## config.mk

```make
export PLATFORM = sky130hd
export DESIGN_NAME = gtc_timer
export DESIGN_NICKNAME = d
export VERILOG_FILES = /design/src/rtl/gtc_timer.sv
export SDC_FILE = /design/constraint.sdc
export NUM_CORES = 1
export LEC_CHECK = 0
export BUFFER_PORTS_ARGS = -buffer_cell sky130_fd_sc_hd__buf_2
export CAP_MARGIN = 20
export CORE_MARGIN = 4
export CORE_UTILIZATION = 31
export DETAILED_ROUTE_END_ITERATION = 6
export GPL_TIMING_DRIVEN = 0
export PLACE_DENSITY = 0.51
export SETUP_SLACK_MARGIN = 0.5
export SLEW_MARGIN = 20
export SYNTH_ARGS = -nofsm -noshare
export SYNTH_HDL_FRONTEND = slang
export SYNTH_SLANG_ARGS = --single-unit
```

## constraint.sdc

```tcl
create_clock -name clk -period 3.4 [get_ports clk]
set_input_delay 0.17 -clock clk [delete_from_list [all_inputs] [get_ports clk]]
set_output_delay 0.17 -clock clk [all_outputs]
set_load 0.03 [all_outputs]
```

## src/rtl/gtc_timer.sv

```systemverilog
module gtc_timer #(
  parameter int CW = 8,
  parameter int PW = 5
) (
  input  logic          clk,
  input  logic          rst_n,
  input  logic          tick_en,
  input  logic          cnt_pin,
  input  logic          gate_pin,
  input  logic          wr_en,
  input  logic [1:0]    wr_addr,
  input  logic [CW-1:0] wr_data,
  input  logic          irq_ack,
  output logic [CW-1:0] cnt_lo,
  output logic [CW-1:0] cnt_hi,
  output logic [4:0]    ctrl_rd,
  output logic          ovf_flag,
  output logic          irq
);
  localparam logic [PW-1:0] PMAX = '1;
  localparam logic [CW-1:0] CMAX = '1;

  logic [CW-1:0] lo_q, hi_q;
  logic          run_q, gate_q, csel_q;
  logic [1:0]    mode_q;
  logic          flag_q;
  logic          g1_q, g2_q, p1_q, p2_q, prev_q;

  wire wide    = (mode_q != 2'b00);
  wire cnt_wr  = wr_en && (wr_addr == 2'd0 || wr_addr == 2'd1);
  wire run_ok  = run_q && (!gate_q || g2_q);
  wire fall    = tick_en && prev_q && !p2_q;
  wire evt     = csel_q ? fall : tick_en;
  wire inc     = run_ok && evt && !cnt_wr;
  wire lo_cy   = wide ? (lo_q == CMAX) : (lo_q[PW-1:0] == PMAX);
  wire ovf     = inc && lo_cy && (hi_q == CMAX);
  wire flag_wr = wr_en && (wr_addr == 2'd3);

  always_ff @(posedge clk or negedge rst_n) begin
    if (!rst_n) begin
      g1_q <= 1'b0; g2_q <= 1'b0;
      p1_q <= 1'b0; p2_q <= 1'b0; prev_q <= 1'b0;
    end else begin
      g1_q <= gate_pin; g2_q <= g1_q;
      p1_q <= cnt_pin;  p2_q <= p1_q;
      if (tick_en) prev_q <= p2_q;
    end
  end

  always_ff @(posedge clk or negedge rst_n) begin
    if (!rst_n) begin
      run_q <= 1'b0; gate_q <= 1'b0; csel_q <= 1'b0; mode_q <= 2'b00;
    end else if (wr_en && wr_addr == 2'd2) begin
      run_q  <= wr_data[0];
      gate_q <= wr_data[1];
      csel_q <= wr_data[2];
      mode_q <= wr_data[4:3];
    end
  end

  always_ff @(posedge clk or negedge rst_n) begin
    if (!rst_n) begin
      lo_q <= '0;
      hi_q <= '0;
    end else if (cnt_wr) begin
      if (wr_addr == 2'd0) lo_q <= wr_data;
      else                 hi_q <= wr_data;
    end else if (inc) begin
      if (wide) lo_q <= lo_q + 1'b1;
      else      lo_q <= {lo_q[CW-1:PW], lo_q[PW-1:0] + 1'b1};
      if (lo_cy) hi_q <= hi_q + 1'b1;
    end
  end

  always_ff @(posedge clk or negedge rst_n) begin
    if (!rst_n)                      flag_q <= 1'b0;
    else if (ovf)                    flag_q <= 1'b1;
    else if (irq_ack)                flag_q <= 1'b0;
    else if (flag_wr)                flag_q <= wr_data[0];
  end

  assign cnt_lo   = lo_q;
  assign cnt_hi   = hi_q;
  assign ctrl_rd  = {mode_q, csel_q, gate_q, run_q};
  assign ovf_flag = flag_q;
  assign irq      = flag_q;

  p_wr_lo_wins_r9: assert property (@(posedge clk) disable iff (!rst_n)
    (wr_en && wr_addr == 2'd0) |=> (cnt_lo == $past(wr_data)));

  p_stopped_hold_r2: assert property (@(posedge clk) disable iff (!rst_n)
    (!run_q && !wr_en) |=> ($stable(cnt_lo) && $stable(cnt_hi)));

  p_gate_hold_r2: assert property (@(posedge clk) disable iff (!rst_n)
    (gate_q && !g2_q && !wr_en) |=> ($stable(cnt_lo) && $stable(cnt_hi)));

  p_upper_kept_r5: assert property (@(posedge clk) disable iff (!rst_n)
    (!wide && !(wr_en && wr_addr == 2'd0)) |=> $stable(cnt_lo[CW-1:PW]));

  p_ovf_sets_r7: assert property (@(posedge clk) disable iff (!rst_n)
    ovf |=> (ovf_flag && cnt_hi == '0));

  p_flag_sticky_r8: assert property (@(posedge clk) disable iff (!rst_n)
    (ovf_flag && !irq_ack && !flag_wr) |=> ovf_flag);

  p_irq_flag_r7: assert property (@(posedge clk) disable iff (!rst_n)
    irq == ovf_flag);
endmodule

```

# Word level (Yosys, flattened, before mapping)
# Cells that the tools add are included.
[word_totals]
reg_bits = 27
output_inout_bits = 23
word_cells = 61
input_bits = 17
[classes]
addsub = 3
eq_ne = 8
mux = 13
reduce_logical = 24
[ops]
columns = ["op", "n"]
rows = [
  ["8-bit two-way mux", 8],
  ["8-bit by 1-bit adder with 8-bit output (second input constant)", 2],
  ["8-bit == test (second input constant)", 2],
  ["1-bit logical AND", 10],
  ["2-bit nonzero test", 4],
  ["3-bit AND reduction", 2],
  ["5-bit by 1-bit adder with 5-bit output (second input constant)", 1],
  ["5-bit == test (second input constant)", 1],
  ["1-bit two-way mux", 5],
  ["2-bit == test (second input constant)", 2],
  ["1-bit logical NOT", 3],
  ["3-bit nonzero test", 1],
  ["2-bit by 1-bit == test with 1-bit output (second input constant)", 1],
  ["2-bit logical NOT", 1],
  ["1-bit logical OR", 2],
  ["2-bit by 1-bit != test with 1-bit output (second input constant)", 1],
  ["2-bit != test (second input constant)", 1],
  ["2-bit AND reduction", 1],
]

# Longest topological paths before layout
[logic_depth]
word_depth = 8
mapped_depth = 10
mapped_depth_nobuf = 9

# Worst setup path after synthesis
# Ideal clock, no wire load.
[synth_path]
path_type = "register to register"
start = "register lo_q[0] (netlist: cnt_lo[0])"
end = "register hi_q[4] (netlist: cnt_hi[4])"
setup_time_ns = 0.128
t_arrival_ns = 1.910
n_path_buf = 1
period_less_slack_ns = 2.038
t_required_ns = 3.272
path_stages_with_launch = 11
setup_slack_ns = 1.362
cell_sequence = "dfrtp_1 > ha_1 > nand3_1 > inv_1 > ha_1 > inv_1 > o32ai_2 > and2_1 > buf_4 > and4_1 > nor3_1"
[synth_between]
elab_chain_len = 4
word_cells_on_any_way = 5
cone_classes = "eq/ne (2); mux (1); reduce/logical (2)"
[synth_lines]
columns = ["element", "line_no", "text"]
rows = [
  ["start: declaration", "23", "logic [CW-1:0] lo_q, hi_q;"],
  ["start signal: assignment", "66", "if (wr_addr == 2'd0) lo_q <= wr_data;"],
  ["start signal: assignment", "69", "if (wide) lo_q <= lo_q + 1'b1;"],
  ["start signal: assignment", "70", "else lo_q <= {lo_q[CW-1:PW], lo_q[PW-1:0] + 1'b1};"],
  ["8-bit == test / 5-bit == test (equally long branches)", "35", "wire lo_cy = wide ? (lo_q == CMAX) : (lo_q[PW-1:0] == PMAX);"],
  ["1-bit two-way mux *", "35", ""],
  ["2-bit nonzero test (no source line) *", "--", ""],
  ["3-bit AND reduction (no source line) *", "--", ""],
  ["end signal: assignment", "67", "else hi_q <= wr_data;"],
  ["end signal: assignment", "71", "if (lo_cy) hi_q <= hi_q + 1'b1;"],
  ["end: declaration", "23", ""],
]
# Every way passes the cells marked *; elsewhere a longest branch is shown, timed or not.
# A chain may end at the register's enable or synchronous reset.

# Final worst setup path
[layout_path]
start = "register lo_q[0] (netlist: cnt_lo[0])"
end = "register hi_q[3] (netlist: cnt_hi[3])"
# The elaborated chain is that of the path after synthesis.

==> results.yml <==
global_route:
  grt_overflow_total: 0
  grt_usage: 0.143
  grt_max_degree: 28
  antenna_found_initial: 0
  grt_pass1_wl_mm: 6.98
  grt_pass1_vias: 1487
synth:
  synth_edf_count: 0
  post_synth_num_cell_types: 38
  ys_ff_latch: 27
  synth_async_sr_flop_share: 1.00
  syn-num-nets: 176
  syn_avg_cell_area_um2: 9.59
  synthTopCellsByArea: "dfrtp_1 45%, mux2_2 5.3%, a21oi_1 4.7%"
  netlist.area_leader.share: 0.452
  synth.most_common_cell: "dfrtp_1"
  ys_warn_count: 0
  synth_area_leader_cell: "dfrtp_1"
  synth_cells: 156
  synth_flop_cell: "dfrtp_1"
  netlist_area_mm2: 0.00150
  yosysSeqAreaShare: 0.452
  netlist_top_cells_count: "27 x dfrtp_1, 14 x a21oi_1, 12 x nand2_1, 12 x nor2_1, 10 x a31oi_1"
clocking:
  cts_sinks: 27
  cts_tree: "done"
  clk_path_buf_depth: 2
  root_buffer: "clkbuf_8"
  clock_latency_ps: 280
  htreeDepth: 1
  cts_inserted_buffers: 3
  cts_resized: 0
  clk_pin_slew_ps: 100
setup_path:
  end_kind: "register"
  critical_path.startpoint_type: "register"
  critical-path-max-stage-delay_ps: 420
  crit_fanout: 6
  critPathKind: "register to register"
  cp_slowest_cell: "dfrtp_1"
  critPathRequiredTime_ps: 3600
  crit_chain: "ha_1, nand3_1, inv_1, ha_1, inv_1, o32ai_2, nand2_2, a221o_1, a21oi_1"
  crit_arrival_ps: 2390
power:
  clockPowerShare: 0.162
  p_leak_uw: 0.000831
  p_sw_frac: 0.443
  seq_power_share: 0.415
  ir_drop_mv: 0.232
  internal_power_uw: 656
  switchingPower_uw: 520
  power_density_mw_per_mm2: 642
  combPwrFrac: 0.423
sta:
  setup-violations-final: 0
  setup_tns_ps: 0
  final.min_clock_period_ps: 2190
  maxSlewViolCount: 0
  rsz0062_at_grt: "no"
  worst_slew_pin_slew_ps: 628
  max_freq_mhz: 456
  hold_viol_final: 0
  post-route-period-util: 0.645
  slew_headroom: 0.582
  finalWorstSetupSlack_ps: 1210
  worst_clock_skew_ps: 3.52
floorplanning:
  die_area_mm2: 0.00600
  start_util: 0.319
  die_h_um: 77.5
  num_rows: 25
  die_w_um: 77.5
  coreArea_mm2: 0.00469
  boundaryPins: 40
drt:
  first_iter_violations: 99
  vias: 1385
  ant_nets: 0
  totalWireLength_mm: 4.05
  route.detailed.drc: 0
  avgViaCountPerCell: 5.43
  dr.pass1.iters: 4
  wire_per_inst_um: 15.9
finish:
  fin_area_mm2: 0.00183
  fin_nets: 222
  antennaDiodeCount: 0
  drive_above_1_share: 0.313
  area_delta_synth_final_pct: 22.5
worst_hold_path:
  min_path_type: "primary input to register"
place:
  pre_cts_slack_ps: 1280
  dp_hpwl_mm: 3.12
  place_area_mm2: 0.00175
  gp_congestion: 0.857
  port_buffers: 38
job:
  max-cap-violations: 0
outcome:
  status: "completed"
[cell usage in the layout (no fill, tap or decap), types with 2 or more instances in the layout]
master,netlist,layout
o32ai_1,3,3
nor3_1,2,2
buf_4,6,6
clkbuf_1,3,3
and3_1,4,4
o21ai_0,7,7
nor2_1,12,12
dlygate4sd3_1,0,3
clkbuf_8,0,3
nand4_1,2,2
a31oi_1,10,10
or2_2,3,3
nand2b_1,4,4
ha_1,3,3
nand2_1,12,12
mux2_2,7,7
nor2b_1,2,2
and4_1,3,3
nand3_1,6,6
dfrtp_1,27,27
a211oi_1,2,2
and2_1,3,3
a21oi_1,14,14
buf_2,1,39
inv_1,5,5
[stage by stage]
stage,std cells,hold WS [ps],power (uW),util
finish,255,148,1180,0.391
global route,255,149,1260,0.391
CTS,255,136,1190,0.391
detailed placement,248,233,992,0.374
global placement,248,217,976,0.374
floorplan,156,-126,831,-
[cell type report]
class                           count  area (um2)
Sequential cell                    27         676
Buffer                             10        61.3
Timing Repair Buffer               41         220
Clock buffer                        3        41.3
Fill cell                         478        2860
Inverter                            5        18.8
Tap cell                           54        67.6
Clock inverter                      1        7.51
Multi-Input combinational cell    114         741
[power by group through the flow]
stage	sequential, uW	clock, uW	combinational, uW
3_5_place_dp	495	0	497
6_report	488	191	498
5_1_grt	506	211	547
2_1_floorplan	609	0	222
3_3_place_gp	489	0	487
4_1_cts	487	204	501
[logic make-up (layout without fill, tap and decap cells)]
group,count (synthesis),after routing,share of synthesized area
mux,8,8,0.0594
compound gates,46,46,0.213
flops,27,27,0.452
fa+ha+maj,3,3,0.0251
simple gates,57,57,0.197
buf+inv,15,60,0.0535
[metal layers]
layer,global-route usage,vias up,share of wire
li1,-,662,-
met1,0.181,670,0.46
met2,0.236,46,0.47
met3,0.0278,7,0.049
met4,0.0587,0,0.015
met5,0,-,0
[critical path, delay by kind of cell, from the launching register on]
family	cells	cell delay [ps]
buffers and inverters	2	170
flip-flops	1	420
AND/OR/NAND/NOR	2	340
AO/OA/AOI/OAI	3	830
adder cells (fa/ha/maj)	2	360
[timing repair]
action                                 in CTS  in global routing
hold buffers                                3                  0
buffers inserted                            0                  0
endpoints found under the hold margin      29                  0
[path summary, 6_finish.rpt]
| kind | startpoint | endpoint | slack [ps] | depth (start not counted) |
|---|---|---|---|---|
| worst max-delay path | cnt_lo[0]$_DFFE_PN0P_ | cnt_hi[3]$_DFFE_PN0P_ | 1210 | 9 |
| worst min-delay path | tick_en | prev_q$_DFFE_PN0P_ | 150 | 2 |
| min in group asynchronous | rst_n | cnt_lo[1]$_DFFE_PN0P_ | 430 | 2 |
| max in group asynchronous | rst_n | cnt_hi[6]$_DFFE_PN0P_ | 2580 | 2 |
| worst min register to register | p1_q$_DFF_PN0_ | p2_q$_DFF_PN0_ | 360 | 0 |
| worst max register to register | cnt_lo[0]$_DFFE_PN0P_ | cnt_hi[3]$_DFFE_PN0P_ | 1210 | 9 |
(Power assumes the default switching activity.)
